`config.mk`:
```
export PLATFORM = sky130hd
export DESIGN_NAME = hsr_banked_status
export DESIGN_NICKNAME = d
export VERILOG_FILES = /design/src/rtl/hsr_pkg.sv /design/src/rtl/hsr_bank.sv /design/src/rtl/hsr_shared.sv /design/src/rtl/hsr_readmux.sv /design/src/rtl/hsr_banked_status.sv
export SDC_FILE = /design/constraint.sdc
export NUM_CORES = 1
export LEC_CHECK = 0
export BUFFER_PORTS_ARGS = -buffer_cell sky130_fd_sc_hd__buf_2
export CELL_PAD_IN_SITES_DETAIL_PLACEMENT = 2
export CELL_PAD_IN_SITES_GLOBAL_PLACEMENT = 2
export CORE_MARGIN = 1
export CORE_UTILIZATION = 20
export CTS_BUF_LIST = sky130_fd_sc_hd__clkbuf_4 sky130_fd_sc_hd__clkbuf_8 sky130_fd_sc_hd__clkbuf_16
export DETAILED_ROUTE_END_ITERATION = 10
export PLACE_DENSITY = 0.79
export SLEW_MARGIN = 20
export SYNTH_ARGS = -nofsm -noshare
export SYNTH_HDL_FRONTEND = slang
export SYNTH_SLANG_ARGS = --single-unit
export TNS_END_PERCENT = 30
```
`constraint.sdc`:
```
create_clock -name clk -period 1.6 [get_ports clk]
set_clock_uncertainty 0.15 [all_clocks]
set_input_delay 0.4 -clock clk [delete_from_list [all_inputs] [get_ports clk]]
set_output_delay 0.4 -clock clk [all_outputs]
set_load 0.05 [all_outputs]
```
`src/rtl/hsr_pkg.sv`:
```
package hsr_pkg;
  localparam int WORD_W = 32;
  localparam int BANK_N = 12;
  localparam int SHR_N  = 8;
  localparam int MARK_N = 3;

  // Bit positions are software-visible and fixed.
  localparam int BANK_POS [BANK_N] = '{0, 2, 3, 7, 10, 11, 12, 13, 15, 16, 18, 21};
  localparam int SHR_POS  [SHR_N]  = '{1, 5, 4, 8, 14, 17, 19, 20};

  // Banked index names
  localparam int B_HF_ACT  = 1;
  localparam int B_HF_PEND = 11;

  // Shared index names
  localparam int S_BUS_ACT  = 0;
  localparam int S_NMI_ACT  = 1;
  localparam int S_SF_ACT   = 2;
  localparam int S_DBG_ACT  = 3;
  localparam int S_BUS_PEND = 4;
  localparam int S_BUS_EN   = 5;
  localparam int S_SF_EN    = 6;
  localparam int S_SF_PEND  = 7;

  // Word positions of the clear-only bits
  localparam int POS_HF_ACT  = 2;
  localparam int POS_NMI_ACT = 5;

  // entry_mark encoding
  localparam int M_HF_NS = 0;
  localparam int M_HF_S  = 1;
  localparam int M_NMI   = 2;

  typedef logic [BANK_N-1:0] bank_t;
  typedef logic [SHR_N-1:0]  shr_t;
  typedef logic [WORD_W-1:0] word_t;

  function automatic bank_t bank_gather(input word_t w);
    bank_t r;
    for (int i = 0; i < BANK_N; i++) r[i] = w[BANK_POS[i]];
    return r;
  endfunction

  function automatic word_t bank_spread(input bank_t b);
    word_t r;
    r = '0;
    for (int i = 0; i < BANK_N; i++) r[BANK_POS[i]] = b[i];
    return r;
  endfunction

  function automatic shr_t shr_gather(input word_t w);
    shr_t r;
    for (int i = 0; i < SHR_N; i++) r[i] = w[SHR_POS[i]];
    return r;
  endfunction

  function automatic word_t shr_spread(input shr_t s);
    word_t r;
    r = '0;
    for (int i = 0; i < SHR_N; i++) r[SHR_POS[i]] = s[i];
    return r;
  endfunction
endpackage

```
`src/rtl/hsr_bank.sv`:
```
module hsr_bank
  import hsr_pkg::*;
#(
  parameter bit LEGACY = 1'b0
) (
  input  logic  clk,
  input  logic  rst,
  input  logic  we,
  input  word_t wdata,
  input  logic  hfa_clr,
  input  logic  hfa_set,
  output bank_t q
);
  bank_t nxt;

  always_comb begin
    nxt = q;
    if (we) begin
      nxt           = bank_gather(wdata);
      nxt[B_HF_ACT] = q[B_HF_ACT];
    end
    if (hfa_clr) nxt[B_HF_ACT] = 1'b0;
    if (hfa_set) nxt[B_HF_ACT] = 1'b1;
    if (LEGACY) begin
      nxt[B_HF_ACT]  = 1'b0;
      nxt[B_HF_PEND] = 1'b0;
    end
  end

  always_ff @(posedge clk) begin
    if (rst) q <= '0;
    else     q <= nxt;
  end
endmodule

```
`src/rtl/hsr_shared.sv`:
```
module hsr_shared
  import hsr_pkg::*;
#(
  parameter bit LEGACY = 1'b0
) (
  input  logic  clk,
  input  logic  rst,
  input  logic  wr_en,
  input  logic  sec_access,
  input  logic  route_ns,
  input  word_t wdata,
  input  logic  nmi_clr,
  input  logic  nmi_set,
  output shr_t  q
);
  shr_t nxt;
  shr_t wv;

  always_comb begin
    wv  = shr_gather(wdata);
    nxt = q;
    if (wr_en) begin
      nxt[S_DBG_ACT] = wv[S_DBG_ACT];
      if (sec_access || route_ns) begin
        nxt[S_BUS_ACT]  = wv[S_BUS_ACT];
        nxt[S_BUS_PEND] = wv[S_BUS_PEND];
        nxt[S_BUS_EN]   = wv[S_BUS_EN];
      end
      if (sec_access) begin
        nxt[S_SF_ACT]  = wv[S_SF_ACT];
        nxt[S_SF_EN]   = wv[S_SF_EN];
        nxt[S_SF_PEND] = wv[S_SF_PEND];
      end
    end
    if (nmi_clr) nxt[S_NMI_ACT] = 1'b0;
    if (nmi_set) nxt[S_NMI_ACT] = 1'b1;
    if (LEGACY)  nxt[S_NMI_ACT] = 1'b0;
  end

  always_ff @(posedge clk) begin
    if (rst) q <= '0;
    else     q <= nxt;
  end
endmodule

```
`src/rtl/hsr_readmux.sv`:
```
module hsr_readmux
  import hsr_pkg::*;
#(
  parameter bit LEGACY = 1'b0
) (
  input  logic  rd_en,
  input  logic  sec_access,
  input  logic  route_ns,
  input  bank_t s_q,
  input  bank_t ns_q,
  input  shr_t  sh_q,
  output word_t rdata
);
  bank_t bsel;
  shr_t  svis;

  always_comb begin
    bsel = sec_access ? s_q : ns_q;
    svis = sh_q;
    if (!(sec_access || route_ns)) begin
      svis[S_BUS_ACT]  = 1'b0;
      svis[S_BUS_PEND] = 1'b0;
      svis[S_BUS_EN]   = 1'b0;
      svis[S_NMI_ACT]  = 1'b0;
    end
    if (!sec_access) begin
      svis[S_SF_ACT]  = 1'b0;
      svis[S_SF_EN]   = 1'b0;
      svis[S_SF_PEND] = 1'b0;
    end
    if (LEGACY) begin
      bsel[B_HF_ACT]  = 1'b0;
      bsel[B_HF_PEND] = 1'b0;
      svis[S_NMI_ACT] = 1'b0;
    end
    rdata = rd_en ? (bank_spread(bsel) | shr_spread(svis)) : '0;
  end
endmodule

```
`src/rtl/hsr_banked_status.sv`:
```
module hsr_banked_status
  import hsr_pkg::*;
#(
  parameter bit LEGACY = 1'b0
) (
  input  logic                    clk,
  input  logic                    rst,
  input  logic                    wr_en,
  input  logic                    rd_en,
  input  logic                    sec_access,
  input  logic                    cpu_secure,
  input  logic                    route_ns,
  input  logic [WORD_W-1:0]       wdata,
  input  logic [MARK_N-1:0]       entry_mark,
  output logic [WORD_W-1:0]       rdata,
  output logic                    upd_pulse,
  output logic [BANK_N-1:0]       s_state,
  output logic [BANK_N-1:0]       ns_state,
  output logic [SHR_N-1:0]        shared_state
);
  localparam int NBANKS = 2;   // index 0 non-secure, 1 secure

  logic  [NBANKS-1:0] bank_we;
  logic  [NBANKS-1:0] bank_clr;
  logic  [NBANKS-1:0] bank_set;
  bank_t              bank_q [NBANKS];
  logic               clr_window;
  logic               hf_clr;
  logic               nmi_clr;

  // Clear-only path: non-secure alias written from secure state with routing on
  assign clr_window = wr_en && !sec_access && cpu_secure && route_ns;
  assign hf_clr     = clr_window && !wdata[POS_HF_ACT];
  assign nmi_clr    = clr_window && !wdata[POS_NMI_ACT];

  assign bank_we  = {wr_en && sec_access, wr_en && !sec_access};
  assign bank_clr = {1'b0, hf_clr};
  assign bank_set = {entry_mark[M_HF_S], entry_mark[M_HF_NS]};

  for (genvar g = 0; g < NBANKS; g++) begin : g_bank
    hsr_bank #(.LEGACY(LEGACY)) u_bank (
      .clk     (clk),
      .rst     (rst),
      .we      (bank_we[g]),
      .wdata   (wdata),
      .hfa_clr (bank_clr[g]),
      .hfa_set (bank_set[g]),
      .q       (bank_q[g])
    );
  end

  hsr_shared #(.LEGACY(LEGACY)) u_shared (
    .clk        (clk),
    .rst        (rst),
    .wr_en      (wr_en),
    .sec_access (sec_access),
    .route_ns   (route_ns),
    .wdata      (wdata),
    .nmi_clr    (nmi_clr),
    .nmi_set    (entry_mark[M_NMI]),
    .q          (shared_state)
  );

  hsr_readmux #(.LEGACY(LEGACY)) u_rmux (
    .rd_en      (rd_en),
    .sec_access (sec_access),
    .route_ns   (route_ns),
    .s_q        (bank_q[1]),
    .ns_q       (bank_q[0]),
    .sh_q       (shared_state),
    .rdata      (rdata)
  );

  assign s_state  = bank_q[1];
  assign ns_state = bank_q[0];

  always_ff @(posedge clk) begin
    if (rst) upd_pulse <= 1'b0;
    else     upd_pulse <= wr_en;
  end
endmodule

```
# Word-level counts from Yosys, hierarchy flattened
# Cells that the tools add are included.
# word_totals
output_inout_bits,65
wordCells,35
input_bits,42
register_bits,33
# classes
reduce_logical,14
bitwise,1
n_mux,11
# ops
cell,count
$mux W32,1
$or A22 B21 Y22,1
$mux W12,1
$logic_and A1 B1 Y1,6
$mux W1,6
$mux W2,3
$reduce_and A2 Y1,2
$reduce_bool A2 Y1,2
$logic_not A1 Y1,3
$logic_or A1 B1 Y1,1

# Logic depth before layout (Yosys ltp)
# depth
depth_word,7
ltp_mapped,5
mapped_depth_nobuf,3

# By module
# From an unflattened synthesis, not the netlist that was laid out.
# hier_totals
cells_unflattened,169
hier_area_um2,1625.3
# by_module_without_submodules
mod,area_each_um2,instances,cells_per_inst,seq_area_each_um2
hsr_bank,421.7,2,39,240.2
hsr_readmux,372.9,1,49,0.0
hsr_shared,346.6,1,34,160.2
hsr_banked_status,62.6,1,8,20.0

# Least setup slack after synthesis
# Ideal clock, no wire load.
# synth_timing
path_kind,in2out
startpoint,in sec_access
endpoint,out rdata[11]
setup_slack_ps,-492
path_buffers,2
required_ps,1050
t_arrival_ps,1542
stages,4
path_cell_list,buf_4 -> buf_6 -> mux2i_1 -> nor2b_1
# synth_via
elab_chain_len,3
# synth_rtl
element,line,text
"start, declared",hsr_banked_status.sv:10,"input logic sec_access,"
$mux W12,hsr_readmux.sv:18,bsel = sec_access ? s_q : ns_q;
$or A22 B21 Y22,hsr_readmux.sv:36,rdata = rd_en ? (bank_spread(bsel) | shr_spread(svis)) : '0;
$mux W32,hsr_readmux.sv:36,
"end, declared",hsr_banked_status.sv:15,"output logic [WORD_W-1:0] rdata,"
# Every way passes these cells.

# Final worst setup path
# layout_timing
startpoint,in sec_access
endpoint,out rdata[0]
# Same word-level chain as after synthesis.

==> impl_metrics.ini <==
[floorplan]
core-area_um2 = 7290
ios = 107
dieArea_um2 = 7970
die_w_um = 89.3
rows = 31
die_height_um = 89.3
initial_core_util_pct = 20.9

[pwr]
p_leak_nw = 1.23
cellPowerDensity_nw_per_um2 = 935
vdd_drop_max_v = 0.000333

[global_route]
grt_max_degree = 34
antenna_found_initial = 0
grt_util_all_layers_pct = 15.5
grt_first_pass_wirelength_um = 9110
overflow = 0
grt_pass1_vias = 1811

[cells_and_area]
nNetsFinal = 326
n_fill_cell = 852
antennaDiodeCount = 0
layout-drive-gt1-share_pct = 55.8
seqCellArea_um2 = 682
multi_input_area_um2 = 995
syn2layout_area_growth_pct = 76.4

[worst_hold_path]
min_path_cells = 3
min_path_type = primary input to flop
holdCritStartpoint = entry_mark[1]
whs_endpoint = g_bank[1].u_bank.q[1]$_SDFFE_PP0P_

[critical_path]
worstPathArrival_ns = 1.14
cp-start-kind = primary input
r2r.worst_path.cells = 2
endpoint_kind = output port
worstSetupPathType = primary input to output port
critPathMaxFanout = 7
r2r_end = g_bank[0].u_bank.q[1]$_SDFFE_PP0P_
reg2reg_slack_ns = 0.70
required_ns = 1.05
regToRegStartpoint = g_bank[0].u_bank.q[1]$_SDFFE_PP0P_

[routing]
vias_per_cell = 4.29
finalWirelength_um = 5950
drt_iter0_drc = 40
ant_nets = 0
drc = 0
wire_per_inst_um = 15.5
via_count = 1648
dr.pass1.iters = 4

[logic_synthesis]
synth.distinct_cells = 21
synth.top_cell.area_share_pct = 43.3
yosysWarnings = 0
yosys.area.top_type = dfxtp_1
synth_edf_count = 0
synthTopCellsByCount = nand2_1 (51), dfxtp_1 (33), a21oi_1 (27)
yosysMostFrequentCell = nand2_1
synthTopCellsByArea = dfxtp_1 (43%), nand2_1 (13%), mux2i_1 (11%)
seq_area_frac_synth_pct = 43.3
syn_area_um2 = 1520
ys.flop_type = dfxtp_1
ys_ff_latch = 33
syn_inst = 188
syn_area_per_cell_um2 = 8.11
async_reset_ff_share_pct = 0

[cts]
cts_tree = yes
clock_latency_ns = 0.28
clock-root-buffer = clkbuf_8
cts_max_path_buffers = 2
cts_sinks = 33
numCtsBuffers = 5
clk_transition_reported_paths_ns = 0.07
h-tree-depth = 2

[timing]
finalMaxSlewViolations = 0
whs_ns = 0.175
fin_crit_sh_pct = 105
worst_slack_ns = -0.0867
finalSetupTns_ns = -1.21
min_period_ns = 1.69
hold_viol = 0
setup_viol = 19
clock.fmax_mhz = 593
rsz0062_at_grt = true

[status]
violations = negative setup slack
status = complete, but fails checks

[placement]
portBuffers = 82
dpl.hpwl_um = 4280
gp_congestion = 0.662

[job]
drv_cap = 0
-- where the power goes --
part	switching (W)	internal (W)	leakage (nW)	total (W)
Sequential	0.0000444	0.000867	0.278	0.000912
Clock	0.000323	0.000619	0.0681	0.000942
Combinational	0.000434	0.000224	0.879	0.000658
Total	0.000801	0.00171	1.23	0.00251
-- layer usage --
layer | GRT usage [%] | up-vias | routed length (um)
met1 | 17.1 | 811 | 2330
met2 | 30.4 | 52 | 3330
met5 | 0 | - | 0
li1 | - | 778 | -
met3 | 2.59 | 7 | 227
met4 | 4.04 | 0 | 62
-- worst max-delay path, cell delays in order --
cell     delay (ns)
buf_12         0.12
buf_6          0.13
mux2i_4        0.19
nor2b_4        0.13
buf_8          0.15
-- what timing repair did --
item,CTS,global route
gates cloned,1,0
hold buffers,0,0
resized for setup,69,2
pin swaps,0,0
endpoints found under the setup margin,20,19
setup buffers,2,0
-- worst max-delay path by stage --
stage                                       start         to  slack (ns)  depth (start not counted)
5_1_grt                                sec_access  rdata[11]       -0.11                          5
2_1_floorplan  g_bank[0].u_bank.q[4]$_SDFFE_PP0P_  rdata[10]        -0.1                          2
4_1_cts                                sec_access  rdata[11]       -0.09                          5
3_5_place_dp                           sec_access   rdata[0]       -0.29                          5
3_3_place_gp                           sec_access  rdata[21]       -0.25                          5
6_report                               sec_access   rdata[0]       -0.09                          5
-- flip-flops by register name, summed over array words and instances, names as in the netlist --
register and cells:
g_bank.u_bank.q 24, u_shared.q 8, upd_pulse 1
-- layout by cell type (no fill, tap or decap) --
cell and instances:
bufinv_16 2, conb_1 12, nor2_1 6, buf_6 12, buf_12 3, o21a_1 1, buf_2 61, dfxtp_1 16
inv_1 2, clkbuf_8 5, nand2b_1 1, nor2b_1 1, o21ai_0 2, buf_4 19, and2b_1 1, and3_4 2
and3_2 1, and2_4 4, nand4b_1 1, and2_2 1, buf_8 5, a21oi_1 27, clkinv_2 1, dfxtp_2 17
mux2i_2 1, and2_1 1, mux2i_1 4, nor2b_4 12, mux2i_4 11, buf_16 1, nand2_1 51, o21ai_2 1
-- kinds of logic after synthesis --
family	synth area share (%)
muxes	10.5
buffers and inverters	10.7
and+or+nand+nor	24.6
other	0.246
DFF	43.3
AOI/OAI and AO/OA	10.6
-- through the flow --
step | power, W | setup slack, ns | cells | utilization (%) | area, um^2
6_report | 0.00251 | -0.0867 | 384 | 36.9 | 2690
4_1_cts | 0.00254 | -0.0928 | 384 | 36.8 | 2680
3_5_place_dp | 0.00150 | -0.287 | 373 | 30.4 | 2220
2_1_floorplan | 0.00135 | -0.0992 | 199 | - | 1700
5_1_grt | 0.00262 | -0.112 | 384 | 36.9 | 2690
3_3_place_gp | 0.00149 | -0.255 | 373 | 30.4 | 2220
-- final cells by class --
class | instances | area share, %
Clock buffer | 5 | 2.56
Multi-Input combinational cell | 141 | 37.0
Sequential cell | 33 | 25.4
Tap cell | 99 | 4.61
Inverter | 2 | 0.279
Timing Repair Buffer | 101 | 27.7
Clock inverter | 3 | 2.42
Power figures use the tool's default switching activity.
